### src/rtl/hub_pkg.sv
package hub_pkg;
    typedef enum logic [1:0] {
        LN_IDLE = 2'd0,
        LN_FWD  = 2'd1,
        LN_HOLD = 2'd2
    } line_state_e;

    typedef enum logic {
        EN_BUSY = 1'b0,
        EN_IDLE = 1'b1
    } en_state_e;
endpackage

### src/rtl/hub_sync.sv
module hub_sync #(
    parameter int W       = 1,
    parameter int STAGES  = 2,
    parameter bit RST_VAL = 1'b0
) (
    input  logic         clk,
    input  logic         rst_n,
    input  logic [W-1:0] d,
    output logic [W-1:0] q
);
    logic [W-1:0] chain [STAGES];

    always_ff @(posedge clk or negedge rst_n) begin
        if (!rst_n) begin
            for (int s = 0; s < STAGES; s++) chain[s] <= {W{RST_VAL}};
        end else begin
            chain[0] <= d;
            for (int s = 1; s < STAGES; s++) chain[s] <= chain[s-1];
        end
    end

    assign q = chain[STAGES-1];
endmodule

### src/rtl/hub_line.sv
module hub_line
    import hub_pkg::*;
#(
    parameter int N           = 5,
    parameter int SYNC_STAGES = 2
) (
    input  logic         clk,
    input  logic         rst_n,
    input  logic [N-1:0] line_s,
    input  logic [N-1:0] act,
    output logic [N-1:0] pd,
    output logic         idle
);
    localparam int HOLD_CYC = SYNC_STAGES + 1;
    localparam int IW       = (N > 1) ? $clog2(N) : 1;
    localparam int HW       = $clog2(HOLD_CYC + 1);

    line_state_e    st, st_nx;
    logic [IW-1:0]  own, own_nx, pick;
    logic [HW-1:0]  hcnt, hcnt_nx;
    logic [N-1:0]   low_act;

    assign low_act = act & ~line_s;

    // lowest-numbered low active port
    always_comb begin
        pick = '0;
        for (int i = N - 1; i >= 0; i--) begin
            if (low_act[i]) pick = IW'(i);
        end
    end

    // state register
    always_ff @(posedge clk or negedge rst_n) begin
        if (!rst_n) begin
            st   <= LN_IDLE;
            own  <= '0;
            hcnt <= '0;
        end else begin
            st   <= st_nx;
            own  <= own_nx;
            hcnt <= hcnt_nx;
        end
    end

    // transitions
    always_comb begin
        st_nx   = st;
        own_nx  = own;
        hcnt_nx = hcnt;
        unique case (st)
            LN_IDLE: begin
                if (|low_act) begin
                    st_nx  = LN_FWD;
                    own_nx = pick;
                end
            end
            LN_FWD: begin
                if (!low_act[own]) begin
                    st_nx   = LN_HOLD;
                    hcnt_nx = HW'(HOLD_CYC - 1);
                end
            end
            LN_HOLD: begin
                if (hcnt == '0) st_nx = LN_IDLE;
                else            hcnt_nx = hcnt - 1'b1;
            end
            default: st_nx = LN_IDLE;
        endcase
    end

    // outputs
    always_comb begin
        pd   = '0;
        idle = 1'b0;
        unique case (st)
            LN_IDLE: idle = 1'b1;
            LN_FWD:  pd   = act & ~(N'(1) << own);
            LN_HOLD: pd   = '0;
            default: pd   = '0;
        endcase
    end
endmodule

### src/rtl/hub_en_ctrl.sv
module hub_en_ctrl
    import hub_pkg::*;
#(
    parameter int N        = 5,
    parameter int IDLE_CYC = 8
) (
    input  logic         clk,
    input  logic         rst_n,
    input  logic [N-2:0] en_req,
    input  logic [N-1:0] scl_s,
    input  logic [N-1:0] sda_s,
    input  logic         scl_idle,
    input  logic         sda_idle,
    output logic [N-2:0] en_act
);
    localparam int CW = $clog2(IDLE_CYC + 1);

    en_state_e      st, st_nx;
    logic [CW-1:0]  cnt, cnt_nx;
    logic [N-1:0]   watch;
    logic           quiet;

    assign watch = {en_req | en_act, 1'b1};
    assign quiet = scl_idle && sda_idle && (&((scl_s & sda_s) | ~watch));

    // state register
    always_ff @(posedge clk or negedge rst_n) begin
        if (!rst_n) begin
            st  <= EN_BUSY;
            cnt <= '0;
        end else begin
            st  <= st_nx;
            cnt <= cnt_nx;
        end
    end

    always_comb begin
        st_nx  = st;
        cnt_nx = cnt;
        unique case (st)
            EN_BUSY: begin
                if (!quiet)                           cnt_nx = '0;
                else if (cnt == CW'(IDLE_CYC - 1))    st_nx  = EN_IDLE;
                else                                  cnt_nx = cnt + 1'b1;
            end
            EN_IDLE: begin
                if (!quiet) begin
                    st_nx  = EN_BUSY;
                    cnt_nx = '0;
                end
            end
            default: st_nx = EN_BUSY;
        endcase
    end

    // output register: adopt requests only on a quiet idle cycle
    always_ff @(posedge clk or negedge rst_n) begin
        if (!rst_n)                      en_act <= '0;
        else if (st == EN_IDLE && quiet) en_act <= en_req;
    end
endmodule

### src/rtl/i2c_hub_core.sv
module i2c_hub_core #(
    parameter int N_PORTS     = 5,
    parameter int SYNC_STAGES = 2,
    parameter int IDLE_CYC    = 8
) (
    input  logic               clk,
    input  logic               rst_n,
    input  logic [N_PORTS-1:0] scl_in,
    input  logic [N_PORTS-1:0] sda_in,
    input  logic [N_PORTS-2:0] port_en,
    output logic [N_PORTS-1:0] scl_pd,
    output logic [N_PORTS-1:0] sda_pd
);
    localparam int N_EN  = N_PORTS - 1;
    localparam int N_LN  = 2;

    logic [2*N_PORTS-1:0] lines_s;
    logic [N_PORTS-1:0]   scl_s, sda_s, act_mask;
    logic [N_EN-1:0]      en_req, en_act;
    logic [N_PORTS-1:0]   ln_s  [N_LN];
    logic [N_PORTS-1:0]   ln_pd [N_LN];
    logic                 ln_idle [N_LN];
    logic                 scl_idle, sda_idle;

    hub_sync #(.W(2*N_PORTS), .STAGES(SYNC_STAGES), .RST_VAL(1'b1)) u_sync_ln (
        .clk(clk), .rst_n(rst_n), .d({sda_in, scl_in}), .q(lines_s)
    );

    hub_sync #(.W(N_EN), .STAGES(SYNC_STAGES), .RST_VAL(1'b0)) u_sync_en (
        .clk(clk), .rst_n(rst_n), .d(port_en), .q(en_req)
    );

    assign scl_s    = lines_s[N_PORTS-1:0];
    assign sda_s    = lines_s[2*N_PORTS-1:N_PORTS];
    assign act_mask = {en_act, 1'b1};
    assign ln_s[0]  = scl_s;
    assign ln_s[1]  = sda_s;

    for (genvar g = 0; g < N_LN; g++) begin : g_line
        hub_line #(.N(N_PORTS), .SYNC_STAGES(SYNC_STAGES)) u_line (
            .clk(clk), .rst_n(rst_n), .line_s(ln_s[g]), .act(act_mask),
            .pd(ln_pd[g]), .idle(ln_idle[g])
        );
    end

    assign scl_pd   = ln_pd[0];
    assign sda_pd   = ln_pd[1];
    assign scl_idle = ln_idle[0];
    assign sda_idle = ln_idle[1];

    hub_en_ctrl #(.N(N_PORTS), .IDLE_CYC(IDLE_CYC)) u_en (
        .clk(clk), .rst_n(rst_n), .en_req(en_req), .scl_s(scl_s), .sda_s(sda_s),
        .scl_idle(scl_idle), .sda_idle(sda_idle), .en_act(en_act)
    );
endmodule

### config.mk
export PLATFORM = sky130hd
export DESIGN_NAME = i2c_hub_core
export DESIGN_NICKNAME = d
export VERILOG_FILES = /design/src/rtl/hub_pkg.sv /design/src/rtl/hub_sync.sv /design/src/rtl/hub_line.sv /design/src/rtl/hub_en_ctrl.sv /design/src/rtl/i2c_hub_core.sv
export SDC_FILE = /design/constraint.sdc
export NUM_CORES = 1
export LEC_CHECK = 0
export BUFFER_PORTS_ARGS = -buffer_cell sky130_fd_sc_hd__buf_2
export CORE_UTILIZATION = 40
export DETAILED_ROUTE_END_ITERATION = 10
export SLEW_MARGIN = 30
export SYNTH_ARGS = -nofsm -noshare
export SYNTH_HDL_FRONTEND = slang
export SYNTH_SLANG_ARGS = --single-unit
### constraint.sdc
create_clock -name clk -period 3.85 [get_ports clk]
set_input_delay 0.77 -clock clk [delete_from_list [all_inputs] [get_ports clk]]
set_output_delay 0.77 -clock clk [all_outputs]
set_load 0.01 [all_outputs]
Yosys cells after proc, flatten, opt, wreduce, memory -nomap -nowiden
Cells that the tools add are included.
{"block": "word_totals", "rom_bits": 0, "latch_bits": 0, "regBits": 51, "ram_bits": 0, "in_bits": 16, "n_memories": 0, "output_inout_bits": 10}
{"block": "op_classes", "multipliers": 0, "shifts": 2, "bitwise": 13, "muxes": 38, "div": 0, "n_addsub": 3, "n_eq_ne": 15, "reduce_logical": 19, "n_lt_le_gt_ge": 2}
{"cell": "two-way mux 3 bit", "n": 10}
{"cell": "bitwise AND 5 bit", "n": 5}
{"cell": "NOT 5 bit", "n": 5}
{"cell": "two-way mux 2 bit", "n": 8}
{"cell": "two-way mux 4 bit", "n": 3}
{"cell": "case mux 2 bit (3 select lines)", "n": 2}
{"cell": "AND reduction 3 bit", "n": 4}
{"cell": "two-way mux 5 bit", "n": 2}
{"cell": "inequality test 2 bit (second input constant)", "n": 5}
{"cell": "OR reduction 5 bit", "n": 2}
{"cell": "<< shifter 1 x 3 -> 5 bit (first input constant)", "n": 2}
{"cell": "logical NOT 2 bit", "n": 4}
{"cell": "less-than comparator 3 x 4 -> 1 bit (second input constant)", "n": 2}
{"cell": "inequality test 2 x 1 -> 1 bit (second input constant)", "n": 4}
{"cell": "case mux 2 bit (2 select lines)", "n": 2}
{"cell": "case mux 4 bit (2 select lines)", "n": 1}
{"cell": "two-way mux 1 bit", "n": 7}
{"cell": "binary-select mux 1 bit (select 3 bit)", "n": 2}
{"cell": "AND reduction 2 bit", "n": 3}
{"cell": "bitwise OR 5 bit", "n": 1}
{"cell": "AND reduction 5 bit", "n": 1}
{"cell": "adder 4 x 1 -> 4 bit (second input constant)", "n": 1}
{"cell": "equality test 2 x 1 -> 1 bit (second input constant)", "n": 2}
{"cell": "equality test 2 bit (second input constant)", "n": 2}
{"cell": "other kinds (8)", "n": 12}

Depth between registers and ports, before layout
{"block": "logic_depth", "depth_word": 7, "ltp_mapped": 6}

Cells and area by module
Synthesis repeated with hierarchy kept, for this count alone.
{"block": "hier_totals", "cells_unflattened": 198, "hier_area_um2": 2297.2}
{"mod": "hub_line", "cells_per_inst": 58, "seq_area_each_um2": 175.2, "n_inst": 2, "area_each_um2": 503.0}
{"mod": "hub_sync (u_sync_ln)", "cells_per_inst": 30, "seq_area_each_um2": 525.5, "n_inst": 1, "area_each_um2": 600.6}
{"mod": "hub_en_ctrl", "cells_per_inst": 39, "seq_area_each_um2": 225.2, "n_inst": 1, "area_each_um2": 456.7}
{"mod": "hub_sync (u_sync_en)", "cells_per_inst": 12, "seq_area_each_um2": 200.2, "n_inst": 1, "area_each_um2": 230.2}
{"mod": "i2c_hub_core", "cells_per_inst": 1, "seq_area_each_um2": 0.0, "n_inst": 1, "area_each_um2": 3.8}

Worst setup path before layout
Ideal clock, no wire load.
{"block": "synth_path", "path_kind": "reg2out", "from": "register g_line[0].u_line.st[1]", "to": "output port scl_pd[0]", "stages_incl_launch_ff": 4, "arrival_ns": 1.027, "path_slack_ns": 2.053, "path_buffers": 0, "path_cell_list": "dfrtp_1 inv_1 ha_1 a21boi_0"}
{"block": "synth_between", "elab_chain_cells": 2}
{"item": "from (decl)", "line_no": "hub_line.sv:18", "rtl": "line_state_e st, st_nx;"}
{"item": "from (signal assigned)", "line_no": "hub_line.sv:40", "rtl": "st <= st_nx;"}
{"item": "equality test 2 x 1 -> 1 bit", "line_no": "hub_line.sv:76", "rtl": "unique case (st)"}
{"item": "two-way mux 5 bit", "line_no": "hub_line.sv:76"}
{"item": "to (decl)", "line_no": "i2c_hub_core.sv:11", "rtl": "output logic [N_PORTS-1:0] scl_pd,"}
Every way passes these cells.

Worst setup path after layout
{"block": "layout_path", "from": "register g_line[1].u_line.st[1]", "to": "output port sda_pd[3]"}
{"block": "layout_between", "elab_chain_cells": 2}
{"item": "from (decl)", "line_no": "hub_line.sv:18"}
{"item": "from (signal assigned)", "line_no": "hub_line.sv:40"}
{"item": "equality test 2 x 1 -> 1 bit", "line_no": "hub_line.sv:76"}
{"item": "two-way mux 5 bit", "line_no": "hub_line.sv:76"}
{"item": "to (decl)", "line_no": "i2c_hub_core.sv:12", "rtl": "output logic [N_PORTS-1:0] sda_pd"}
Every way passes these cells.

==> impl_metrics.csv <==
group,metric,value,unit
logic_synthesis,synth.area.top_cells,"dfrtp_1 34%, dfstp_2 23%, ha_1 6.0%",
routing,drt_iter0_drc,78,
logic_synthesis,yosysWarningCount,0,
cts,cts_made_buffers,5,
logic_synthesis,ys_ff_latch,51,
pwr,combPwrFrac,24.2,%
cts,htree_levels,2,
routing,vias,1528,
pwr,p_total,1.25,mW
logic_synthesis,seq_area_frac_synth,56.8,%
layout,syn_to_final_growth,13.4,%
cts,cts_hold_buf,0,
timing,max_slew_margin,56.5,%
cts,postCtsResizedCells,0,
timing,finalCriticalPeriod,2.32,ns
cts,cts.sinks,51,
grt,grt_start_max_net_pins,30,
critical_path,crit_path_cell_trace,"inv_1 > ha_1 > nand2_1 > a31oi_1 > buf_2",
timing,setup-violations-final,0,
placement,numPortBuffers,25,
logic_synthesis,syn_nets,229,
critical_path,cp.arrival,1.55,ns
grt,grt_pass1_vias,1497,
critical_path,crit_path_end_kind,"output pin",
worst_hold_path,hold_path.class,"reg -> reg",
critical_path,crit_slowest_cell,"dfrtp_1",
timing,tns,0,ns
pwr,p_clk_share,26.0,%
placement,place_inst,298,
routing,drtAntennaViolNets,0,
logic_synthesis,async_flop_share,100,%
grt,antenna_found_initial,0,
cts,clk_latency,0.30,ns
pwr,leakagePower,1.19,nW
critical_path,cp_max_fo,6,
routing,drt_pre_antenna_iters,4,
logic_synthesis,synth_top_area_share,33.9,%
logic_synthesis,synthCells,202,
floorplanning,core,5510,um^2
pwr,vdd_drop_max,265,uV
floorplanning,die_h,77.7,um
timing,hold_viol_final,0,
cts,clockBufferDepth,2,
cts,post_cts.repair.setup_buffers,0,
floorplanning,dieArea,6030,um^2
pwr,pwr_density_cell,479,nW/um^2
cts,path_clk_slew,0.10,ns
logic_synthesis,netlist_area,2290,um^2
pwr,switching_share,31.5,%
logic_synthesis,ys.flop_type,"dfrtp_1",
logic_synthesis,synthTopCellsByCount,"31 x dfrtp_1, 20 x dfstp_2, 19 x nand2_1",
grt,groute.usage.overall,14.8,%
timing,fin_hold_ws,0.357,ns
layout,antenna_cells,0,
layout,n_fill_cell,524,
routing,totalWireLength,3950,um
timing,fmax,0.432,GHz
logic_synthesis,avgSynthCellArea,11.3,um^2
outcome,outcome,"finished, final reports clean",
pwr,power_switching,0.393,mW
timing,drv_slew,0,
logic_synthesis,synth-edff-count,0,
floorplanning,ios,26,
logic_synthesis,yosysTopAreaCell,"dfrtp_1",
routing,vias_per_cell,4.99,
layout,drive_above_1_share,26.1,%
floorplanning,floorplan.initialDensity,41.6,%
routing,wl_per_cell,12.9,um
cts,cts_tree,"done",
timing,rsz0062_at_grt,"no",
logic_synthesis,synth_most_common_cell,"dfrtp_1",
floorplanning,dieWidth,77.7,um
pwr,seqPwrFrac,49.9,%
placement,gp_congestion,0.789,
routing,drc,0,
critical_path,crit_path_max_incr_delay,0.40,ns
grt,grt_pass1_wl,6950,um
timing,clock_skew,0.00855,ns
critical_path,startpoint_type,"flip-flop",
layout,fin_nets,260,
critical_path,crit_required,3.08,ns
timing,tightest_slew,0.652,ns
grt,grt-ovfl-total,0,
logic_synthesis,ys_types,43,
job,maxCapViolations,0,
layout,fin_cells,306,
cts,clk_root_buffer_cell,"clkbuf_8",
placement,hpwl,2870,um
floorplanning,num_rows,27,
pwr,internal-power,0.853,mW
critical_path,crit_type,"reg -> out",
timing,post-route-period-util,60.2,%
power by group through the flow:
stage	combinational (mW)	sequential, mW	clock [mW]
detailed placement	0.303	0.632	0
global route	0.351	0.628	0.358
finish	0.301	0.621	0.324
floorplan	0.232	0.622	0
CTS	0.306	0.622	0.338
global placement	0.299	0.628	0
layout by cell type (no fill, tap or decap), types with 3 or more instances in the layout:
cell / netlist / layout
inv_1: 17 / 17
mux2_1: 7 / 7
nand2_1: 19 / 19
clkbuf_8: 0 / 5
nand3_1: 4 / 4
nand3b_1: 4 / 4
nor3_1: 3 / 3
a31oi_1: 4 / 4
ha_1: 11 / 11
nor2b_1: 4 / 4
dfstp_2: 20 / 20
nor2_1: 12 / 12
a21oi_1: 14 / 14
nand4_1: 5 / 5
nand2b_1: 8 / 8
dfrtp_1: 31 / 31
buf_2: 1 / 25
o21ai_0: 7 / 7
flip-flops by register name, summed over array words and instances (netlist names):
signal,cells
u_sync_ln.chain,10
u_sync_ln.q,10
g_line.u_line.own,6
g_line.u_line.hcnt,4
g_line.u_line.st,4
u_en.cnt,4
u_en.en_act,4
u_sync_en.chain,4
u_sync_en.q,4
u_en.st,1
critical path, delay by kind of cell, from the launching register on:
kind / cells / cell delay (ns)
AOI/OAI and AO/OA: 1 / 0.19
adders and majority gates: 1 / 0.29
buffers and inverters: 2 / 0.28
DFF: 1 / 0.40
and+or+nand+nor: 1 / 0.08
through the flow:
step	worst slack (ns)	cell area (um^2)	util, %
finish	1.53	2600	47.2
global route	1.42	2600	47.2
CTS	1.50	2600	47.2
global placement	1.90	2500	45.4
floorplan	2.05	2290	-
detailed placement	1.87	2500	45.4
final cells by class:
cell class | instances | area (um^2) | area share, %
Inverter | 17 | 63.8 | 2.46
Sequential cell | 51 | 1300 | 50.1
Clock buffer | 5 | 68.8 | 2.65
Timing Repair Buffer | 26 | 133 | 5.11
Clock inverter | 3 | 28.8 | 1.11
Multi-Input combinational cell | 132 | 912 | 35.1
Tap cell | 72 | 90.1 | 3.47
cell families (layout without fill, tap and decap cells):
group                      count (synthesis)  after routing  synth area share [%]
and+or+nand+nor                           67             67                  15.4
buffers and inverters                     19             51                  3.33
adders and majority gates                 11             11                  6.01
xor gates and xnor gates                   1              1                 0.383
muxes                                      9              9                  4.32
AOI/OAI and AO/OA                         44             44                  13.8
DFF                                       51             51                  56.8
layer usage:
metal  global-route usage, %  up-vias  wire, um
met3                    4.12        2       141
met5                       0        -         0
met2                    23.3       25      1860
met4                    4.53        0        14
met1                    20.0      731      1940
li1                        -      770         -
worst paths after layout:
| check | startpoint | endpoint | slack (ns) | cells past startpoint |
|---|---|---|---|---|
| hold reg to reg | u_sync_ln.chain[10] | u_sync_ln.q[0] | 0.36 | 0 |
| setup reg to reg | g_line[1].u_line.st[1] | u_en.en_act[0] | 1.88 | 6 |
| max in group asynchronous | rst_n | u_sync_ln.chain[18] | 2.58 | 2 |
| setup / recovery | g_line[1].u_line.st[1] | sda_pd[3] | 1.53 | 5 |
| min in group asynchronous | rst_n | g_line[0].u_line.hcnt[0] | 0.48 | 1 |
| hold / removal | u_sync_ln.chain[10] | u_sync_ln.q[0] | 0.36 | 0 |
Power figures use the tool's default switching activity.
